==> config.mk <==
export PLATFORM = sky130hd
export DESIGN_NAME = biphase_tx_top
export DESIGN_NICKNAME = d
export VERILOG_FILES = /design/src/rtl/biphase_tx_pkg.sv /design/src/rtl/biphase_tx_ctrl.sv /design/src/rtl/biphase_tx_dp.sv /design/src/rtl/biphase_tx_top.sv
export SDC_FILE = /design/constraint.sdc
export NUM_CORES = 1
export LEC_CHECK = 0
export BUFFER_PORTS_ARGS = -buffer_cell sky130_fd_sc_hd__buf_2
export CAP_MARGIN = 15
export CORE_UTILIZATION = 36
export DETAILED_ROUTE_END_ITERATION = 7
export PLACE_DENSITY = 0.52
export SLEW_MARGIN = 20
export SYNTH_ARGS = -nofsm -noshare
export SYNTH_HDL_FRONTEND = slang
export SYNTH_SLANG_ARGS = --single-unit
export TNS_END_PERCENT = 10
==> constraint.sdc <==
create_clock -name clk -period 5.4 [get_ports clk]
set_clock_uncertainty 0.1 [all_clocks]
set_input_delay 1.08 -clock clk [delete_from_list [all_inputs] [get_ports clk]]
set_output_delay 1.08 -clock clk [all_outputs]
set_load 0.02 [all_outputs]
==> src/rtl/biphase_tx_pkg.sv <==
package biphase_tx_pkg;

  localparam int SUBFRAME_SLOTS = 32;
  localparam int SLOT_W         = 5;
  localparam int PRE_SLOTS      = 4;
  localparam int AUDIO_SLOTS    = 24;
  localparam int VAL_SLOT       = PRE_SLOTS + AUDIO_SLOTS;
  localparam int USR_SLOT       = VAL_SLOT + 1;
  localparam int CS_SLOT        = VAL_SLOT + 2;
  localparam int PAR_SLOT       = VAL_SLOT + 3;
  localparam int CS_FRAMES      = 32;

  // Preamble patterns, leftmost half-cell first, relative to a low start level.
  localparam logic [7:0] PRE_BLOCK = 8'b1110_1000;
  localparam logic [7:0] PRE_LEFT  = 8'b1110_0010;
  localparam logic [7:0] PRE_RIGHT = 8'b1110_0100;

  typedef enum logic [1:0] {
    MODE_OFF  = 2'd0,
    MODE_ZERO = 2'd1,
    MODE_LIVE = 2'd2,
    MODE_RSVD = 2'd3
  } txMode_e;

  typedef struct packed {
    logic              run;     // framing active
    logic              step;    // emit one half-cell this cycle
    logic              load;    // first half-cell of a subframe
    logic              left;    // current subframe is left
    logic              zero;    // zero-payload mode
    logic              inPre;   // current slot is a preamble slot
    logic              preBit;  // relative preamble level for this half-cell
    logic              half;    // 0 first half, 1 second half of a cell
    logic              csBit;   // channel-status bit of this frame
    logic [SLOT_W-1:0] slot;    // current slot index
  } txStrobe_t;

endpackage

==> src/rtl/biphase_tx_ctrl.sv <==
module biphase_tx_ctrl
  import biphase_tx_pkg::*;
#(
  parameter int          BLOCK_SUBS = 384,
  parameter logic [31:0] CS_WORD    = 32'h0200_0004
) (
  input  logic       clk,
  input  logic       rstN,
  input  logic       tick,
  input  logic [1:0] modeSel,
  input  logic       clvMode,
  output txStrobe_t  stb,
  output logic       sampleReady
);

  localparam int SUB_W = $clog2(BLOCK_SUBS);

  logic             runNow;
  logic             halfQ;
  logic [SLOT_W-1:0] slotQ;
  logic [SUB_W-1:0] subQ;
  logic [SUB_W-2:0] frameIdx;
  logic [2:0]       halfIdx;
  logic [7:0]       prePat;
  logic             lastSlot;
  logic             lastSub;

  assign runNow   = clvMode && ((modeSel == MODE_ZERO) || (modeSel == MODE_LIVE));
  assign lastSlot = (slotQ == SLOT_W'(SUBFRAME_SLOTS - 1));
  assign lastSub  = (subQ == SUB_W'(BLOCK_SUBS - 1));

  always_ff @(posedge clk) begin
    if (!rstN || !runNow) begin
      halfQ <= 1'b0;
      slotQ <= '0;
      subQ  <= '0;
    end else if (tick) begin
      halfQ <= ~halfQ;
      if (halfQ) begin
        if (lastSlot) begin
          slotQ <= '0;
          subQ  <= lastSub ? '0 : subQ + 1'b1;
        end else begin
          slotQ <= slotQ + 1'b1;
        end
      end
    end
  end

  assign frameIdx = subQ[SUB_W-1:1];
  assign halfIdx  = {slotQ[1:0], halfQ};

  always_comb begin
    if (subQ == '0)      prePat = PRE_BLOCK;
    else if (!subQ[0])   prePat = PRE_LEFT;
    else                 prePat = PRE_RIGHT;
  end

  always_comb begin
    stb        = '0;
    stb.run    = runNow;
    stb.step   = runNow && tick;
    stb.load   = runNow && tick && (slotQ == '0) && !halfQ;
    stb.left   = !subQ[0];
    stb.zero   = (modeSel == MODE_ZERO);
    stb.inPre  = (slotQ < SLOT_W'(PRE_SLOTS));
    stb.preBit = prePat[3'd7 - halfIdx];
    stb.half   = halfQ;
    stb.csBit  = (32'(frameIdx) < CS_FRAMES) ? CS_WORD[frameIdx[4:0]] : 1'b0;
    stb.slot   = slotQ;
  end

  assign sampleReady = stb.load && stb.left;

endmodule

==> src/rtl/biphase_tx_dp.sv <==
module biphase_tx_dp
  import biphase_tx_pkg::*;
#(
  parameter int SAMPLE_W = 16
) (
  input  logic                clk,
  input  logic                rstN,
  input  txStrobe_t           stb,
  input  logic                sampleValid,
  input  logic [SAMPLE_W-1:0] leftIn,
  input  logic [SAMPLE_W-1:0] rightIn,
  output logic                lineOut
);

  localparam int SMP_LO = PRE_SLOTS + AUDIO_SLOTS - SAMPLE_W;

  logic [SAMPLE_W-1:0]       leftQ, rightQ, curLeft, smpSel;
  logic [SUBFRAME_SLOTS-1:0] wordNext, wordQ;
  logic                      startLvlQ, lineQ, accept;

  assign accept  = stb.load && stb.left && sampleValid;
  assign curLeft = accept ? leftIn : leftQ;
  assign smpSel  = stb.left ? curLeft : rightQ;

  always_comb begin
    wordNext = '0;
    if (!stb.zero) wordNext[SMP_LO +: SAMPLE_W] = smpSel;
    wordNext[VAL_SLOT] = 1'b0;
    wordNext[USR_SLOT] = 1'b0;
    wordNext[CS_SLOT]  = stb.csBit;
    wordNext[PAR_SLOT] = ^wordNext[PAR_SLOT-1:PRE_SLOTS];
  end

  always_ff @(posedge clk) begin
    if (!rstN) begin
      leftQ     <= '0;
      rightQ    <= '0;
      wordQ     <= '0;
      startLvlQ <= 1'b0;
    end else begin
      if (accept) begin
        leftQ  <= leftIn;
        rightQ <= rightIn;
      end
      if (stb.load) begin
        wordQ     <= wordNext;
        startLvlQ <= lineQ;
      end
    end
  end

  always_ff @(posedge clk) begin
    if (!rstN || !stb.run) begin
      lineQ <= 1'b0;
    end else if (stb.step) begin
      if (stb.inPre)          lineQ <= stb.preBit ^ (stb.load ? lineQ : startLvlQ);
      else if (!stb.half)     lineQ <= ~lineQ;
      else if (wordQ[stb.slot]) lineQ <= ~lineQ;
    end
  end

  assign lineOut = lineQ;

endmodule

==> src/rtl/biphase_tx_top.sv <==
module biphase_tx_top
  import biphase_tx_pkg::*;
#(
  parameter int          SAMPLE_W   = 16,
  parameter int          BLOCK_SUBS = 384,
  parameter logic [31:0] CS_WORD    = 32'h0200_0004
) (
  input  logic                clk,
  input  logic                rstN,
  input  logic                tick,
  input  logic [1:0]          modeSel,
  input  logic                clvMode,
  input  logic                sampleValid,
  output logic                sampleReady,
  input  logic [SAMPLE_W-1:0] leftIn,
  input  logic [SAMPLE_W-1:0] rightIn,
  output logic                lineOut
);

  txStrobe_t ctlStb;

  biphase_tx_ctrl #(.BLOCK_SUBS(BLOCK_SUBS), .CS_WORD(CS_WORD)) u_ctrl (
    .clk(clk), .rstN(rstN), .tick(tick), .modeSel(modeSel), .clvMode(clvMode),
    .stb(ctlStb), .sampleReady(sampleReady)
  );

  biphase_tx_dp #(.SAMPLE_W(SAMPLE_W)) u_dp (
    .clk(clk), .rstN(rstN), .stb(ctlStb), .sampleValid(sampleValid),
    .leftIn(leftIn), .rightIn(rightIn), .lineOut(lineOut)
  );

endmodule

==> results.toml, run 1 <==
[setup_path]
path_class = "input port to flip-flop"
critPathArrivalTime_ns = 4.03
crit_top_cell = "xnor3_1"
start_kind = "input port"
max_stage_delay_ns = 0.54
r2r_setup_slack_ns = 1.97
cp-end-kind = "flip-flop"
worstPathMaxFanout = 11
cp.buffers_inverters = 1
worstPathRequired_ns = 5.53
crit_path_cell_trace = "buf_2 -> ha_1 -> nand3b_1 -> nor3_4 -> nand2_1 -> a311oi_1 -> xnor3_1 -> xnor3_1 -> nand4b_1 -> o211ai_1"
cpLargestDelayFamily = "simple AND/OR/NAND/NOR gates"
cp_slowest_cell = "nor3_4"

[floorplan]
chipWidth_um = 103
coreArea_um2 = 9860
initial_utilization_pct = 37.4
fp.dieH_um = 103
ios = 41
die_area_um2 = 10700
rows = 36

[finish]
drive_above_1_share_pct = 15.3
final_cell_mix = "117 x nand2_1, 68 x dfxtp_1, 40 x buf_2"
n_antenna_cell = 0
fin_util_pct = 41.9
syn_to_final_growth_pct = 11.9
nets = 519
mostFrequentLayoutCell = "nand2_1"

[clock_tree]
post_cts_resized = 0
numCtsBuffers = 9
h-tree-depth = 3
cts_buffer_depth = 2
clk_latency_ns = 0.35
cts_tree = "built"
hold_buffers = 0
path_clk_slew_ns = 0.08
clock-root-buffer = "clkbuf_8"
clock_sinks = 68
post_cts_buffers = 0

[global_route]
grt_pass1_wl_mm = 15.7
grt_pass1_vias = 3033
antenna_found_initial = 0
grt_usage_pct = 19.5
grt_overflow = 0
grt_max_degree = 55

[sta]
min_period_ns = 3.89
tightest_slew_ns = 0.774
slew_violations = 0
post-route-period-util_pct = 72.1
relSlewSlack_pct = 48.3
hold_viol = 0
rsz0062_at_grt = "false"
fmax_mhz = 257
tns_ns = 0
holdWs_ns = 0.356
setup_viol = 0

[synthesis]
synthDistinctLibCells = 52
avgSynthCellArea_um2 = 8.17
ys_ff_latch = 68
synth_nets = 497
ys_async_sr_fraction_pct = 0
ys_warn_count = 0
synthCells = 452
synthFlopType = "dfxtp_1"
synth-edff-count = 0
yosysSeqAreaShare_pct = 36.9
synth_area_um2 = 3690

[min_path]
hold_class = "flip-flop to flip-flop"

[placement]
post-dp-hpwl_mm = 6.80
globalplace.congestion = 0.808
numPortBuffers = 40

[power_and_ir_drop]
ir_drop_v = 0.0000967
cellPowerDensity_nw_per_um2 = 241
power.leakage_uw = 0.00142

[route]
wire_per_inst_um = 15.8
vias = 3283
routed_via_density = 5.37
drt_iter0_markers = 184
ant_nets = 0
drc = 0
totalWireLength_mm = 9.63
dr.pass1.iters = 4

[status]
status = "finished clean"

[run]
max_cap_viol_count = 0
-- worst paths after layout --
| check | depth (start not counted) | startpoint | to |
|---|---|---|---|
| min | 2 | u_dp.wordQ[23]$_SDFFE_PN0P_ | u_dp.wordQ[23]$_SDFFE_PN0P_ |
| max | 10 | modeSel[0] | u_dp.wordQ[31]$_SDFFE_PN0P_ |
| min reg2reg | 2 | u_dp.wordQ[23]$_SDFFE_PN0P_ | u_dp.wordQ[23]$_SDFFE_PN0P_ |
| max reg2reg | 11 | u_ctrl.slotQ[0]$_SDFFE_PN0P_ | u_dp.wordQ[31]$_SDFFE_PN0P_ |
-- flip-flops by register name, indices dropped and copies added, names as in the netlist, named ones only --
name,flops
u_dp.startLvlQ,1
u_ctrl.slotQ,5
u_dp.leftQ,16
u_dp.lineOut,1
u_ctrl.halfQ,1
u_dp.rightQ,16
u_ctrl.subQ,9
u_dp.wordQ,18
-- synth_stat cells, types with 8 or more instances --
cell type	instances	area share, %
a21boi_0	34	6.9
a21boi_1	9	1.8
a21oi_1	17	2.3
a311oi_1	8	1.9
clkbuf_1	29	2.9
dfxtp_1	68	37
inv_1	11	1.1
nand2_1	118	12
nand3_1	13	1.8
nand4_1	9	1.5
nor2_1	22	2.2
o21ai_0	12	1.6
o31ai_1	8	1.6
-- metal layers --
metal	GRT usage, %	part of all wire (%)	up-vias
met5	0	0	-
met2	31.6	46	81
met4	7.37	1.5	0
li1	-	-	1618
met3	2.69	4.9	14
met1	26.4	48	1570
-- where the power goes --
group	internal, µW	switching, µW
clock	188	196
combinational	42.6	54.0
sequential	509	5.51
-- metrics by stage --
step	cell area (µm²)	setup slack, ns	std cells	total power (µW)
after detailed placement	3960	1.19	596	622
after global placement	3960	1.27	596	621
after CTS	4130	1.54	611	1000
after global routing	4130	1.34	611	1040
after floorplan	3690	1.68	452	588
final	4130	1.51	611	995
-- cells by family after synthesis --
group	Yosys count	share of synthesized area [%]
muxes	12	4.95
AOI/OAI and AO/OA	107	20.9
and+or+nand+nor	195	24.4
buffers and inverters	47	5.36
DFF	68	36.9
xor gates and xnor gates	17	5.53
adders and majority gates	6	2.03
-- layout make-up --
class / count / area, µm²
clock inverters: 2 / 10.0
multi-input cells: 337 / 2140
fillers: 1055 / 5740
inverters: 12 / 45.0
clock buffers: 13 / 159
flip-flops and latches: 68 / 1360
well taps: 133 / 166
repair buffers: 46 / 245
-- tightest hold or removal path, cell delays in order, from the launching register on --
cell and delay (ns):
dfxtp_1 0.31, nand2_1 0.05, a21boi_1 0.05
Power figures use the tool's default switching activity.
==> run 2: changes to the inputs <==
--- a/config.mk
+++ b/config.mk
@@ -9,7 +9,7 @@
 export CAP_MARGIN = 15
 export CORE_UTILIZATION = 36
 export DETAILED_ROUTE_END_ITERATION = 7
-export PLACE_DENSITY = 0.52
+export PLACE_DENSITY = 0.54
 export SLEW_MARGIN = 20
 export SYNTH_ARGS = -nofsm -noshare
 export SYNTH_HDL_FRONTEND = slang
==> constraint.sdc (replaced) <==
create_clock -name clk -period 3.5 [get_ports clk]
set_clock_uncertainty 0.1 [all_clocks]
set_input_delay 0.7 -clock clk [delete_from_list [all_inputs] [get_ports clk]]
set_output_delay 0.7 -clock clk [all_outputs]
set_load 0.02 [all_outputs]
==> run 2 against run 1 <==
  * Combinational power rose by 65%
  * Non-clock buffer count grew 17
  * Register-to-register slack got worse by 1.7 ns
  * Critical path depth fell by 2
  * Critical path type is now flip-flop to flip-flop
==> results.toml, run 2 (same netlist as run 1, synthesis figures left out) <==
[power_and_ir_drop]
p_sw_uw = 415
power_frac_clock_pct = 37.8
cellPowerDensity_nw_per_um2 = 359
power.leakage_uw = 0.00149
ir_drop_v = 0.000184
seqPwrFrac_pct = 51.8
p_sw_share_pct = 27.1
p_int_uw = 1110
power_frac_comb_pct = 10.4

[min_path]
hold_class = "flip-flop to flip-flop"
min_to = "u_dp.wordQ[16]$_SDFFE_PN0P_"
hold_path_depth = 2
hp-start = "u_dp.wordQ[16]$_SDFFE_PN0P_"

[sta]
fmax_mhz = 313
holdWs_ns = 0.357
tns_ns = 0
setup_viol = 0
rsz0062_at_grt = "false"
post-route-period-util_pct = 91.2
relSlewSlack_pct = 64.0
tightest_slew_ns = 0.541
min_period_ns = 3.19
hold_viol = 0
slew_violations = 0

[clock_tree]
numCtsBuffers = 9
cts_buffer_depth = 2
path_clk_slew_ns = 0.08
clk_latency_ns = 0.35
h-tree-depth = 3
clock-root-buffer = "clkbuf_8"
clock_sinks = 68
hold_buffers = 0
post_cts_resized = 0
cts_tree = "built"
post_cts_buffers = 0

[floorplan]
coreArea_um2 = 9860
fp.dieH_um = 103
die_area_um2 = 10700
chipWidth_um = 103
rows = 36
initial_utilization_pct = 37.4
ios = 41

[finish]
mostFrequentLayoutCell = "nand2_1"
nets = 536
syn_to_final_growth_pct = 15.3
fillers = 1026
drive_above_1_share_pct = 18.3
largest_register_ffs = 18
top_register = "u_dp.wordQ"
n_antenna_cell = 0
reg_top3 = "u_dp.wordQ (18), u_dp.leftQ (16), u_dp.rightQ (16)"
final_cell_mix = "118 x nand2_1, 68 x dfxtp_1, 40 x buf_2"
fin_util_pct = 43.1

[setup_path]
start_kind = "flip-flop"
crit_start = "u_ctrl.slotQ[2]$_SDFFE_PN0P_"
worstPathMaxFanout = 10
critPathArrivalTime_ns = 3.33
r2r_setup_slack_ns = 0.31
cpLargestDelayFamily = "simple AND/OR/NAND/NOR gates"
crit_path_cell_trace = "or4b_1 -> nor3_4 -> nand2_1 -> a311oi_1 -> xnor3_1 -> xnor3_1 -> nand4b_1 -> o211ai_1"
worstPathRequired_ns = 3.64
cp_slowest_cell = "or4b_1"
crit_top_cell = "xnor3_1"
r2r_start = "u_ctrl.slotQ[2]$_SDFFE_PN0P_"
path_class = "flip-flop to flip-flop"
max_stage_delay_ns = 0.75
timing.rr.end = "u_dp.wordQ[31]$_SDFFE_PN0P_"
cp.buffers_inverters = 0
r2r_cells = 8
cp-end-kind = "flip-flop"

[global_route]
antenna_found_initial = 0
grt_usage_pct = 19.7
grt_pass1_wl_mm = 16.0
grt_pass1_vias = 3221
grt_max_degree = 54
grt_overflow = 0

[route]
ant_nets = 0
vias = 3314
routed_via_density = 5.27
routedLengthMet1_mm = 4.59
wl_met2_mm = 4.53
route.met3.wl_um = 358
totalWireLength_mm = 9.63
dr.pass1.iters = 4
drc = 0
drt_iter0_markers = 144
wire_per_inst_um = 15.3
top_layer_used = "met4"

[placement]
post-dp-hpwl_mm = 7.05
numPortBuffers = 40
globalplace.congestion = 0.844

[status]
status = "finished clean"

[run]
max_cap_viol_count = 0
run 2: changes by cell type in the layout (fill, tap and decap cells not counted), sizes merged:
cell and delta:
clkbuf -3, buf +17, clkinv +1, clkinvlp +3
run 2: final cells by class:
type	count	area, µm²	share of cell area, %
inverters	12	45.0	1.06
flip-flops and latches	68	1360	32.0
clock buffers	10	128	3.00
multi-input cells	337	2140	50.3
repair buffers	63	373	8.76
clock inverters	6	41.3	0.971
well taps	133	166	3.91
run 2: metal layers:
layer,global-route usage (%),up-vias
met4,5.85,0
li1,-,1662
met5,0,-
met3,4.44,12
met1,25.7,1567
met2,32.6,73
run 2: metrics by stage:
stage | setup WS (ns) | cells | cell area [µm²] | power (µW)
floorplan | 0.295 | 452 | 3690 | 907
global placement | 0.0732 | 613 | 4090 | 968
finish | 0.307 | 629 | 4250 | 1530
global route | 0.106 | 629 | 4250 | 1600
CTS | 0.326 | 629 | 4250 | 1550
detailed placement | 0.0148 | 613 | 4090 | 970
run 2: how the worst max path moves through the flow:
stage | slack, ns | endpoint | cells after the start
final | 0.31 | u_dp.wordQ[31]$_SDFFE_PN0P_ | 8
after global routing | 0.11 | u_dp.wordQ[31]$_SDFFE_PN0P_ | 9
after CTS | 0.33 | u_dp.wordQ[31]$_SDFFE_PN0P_ | 8
after detailed placement | 0.01 | u_dp.wordQ[31]$_SDFFE_PN0P_ | 10
after global placement | 0.07 | u_dp.wordQ[31]$_SDFFE_PN0P_ | 10
after floorplan | 0.30 | u_dp.wordQ[31]$_SDFFE_PN0P_ | 11
run 2: power by group through the flow:
stage	combinational, µW	sequential [µW]	clock [µW]
2_1_floorplan	99.6	807	0
3_3_place_gp	158	810	0
3_5_place_dp	160	810	0
4_1_cts	161	792	595
5_1_grt	176	793	627
6_report	160	792	577
run 2: worst min-delay path, stage by stage, from the launching register on:
cell and delay, ns:
dfxtp_1 0.31, nand2_1 0.05, a21boi_1 0.05
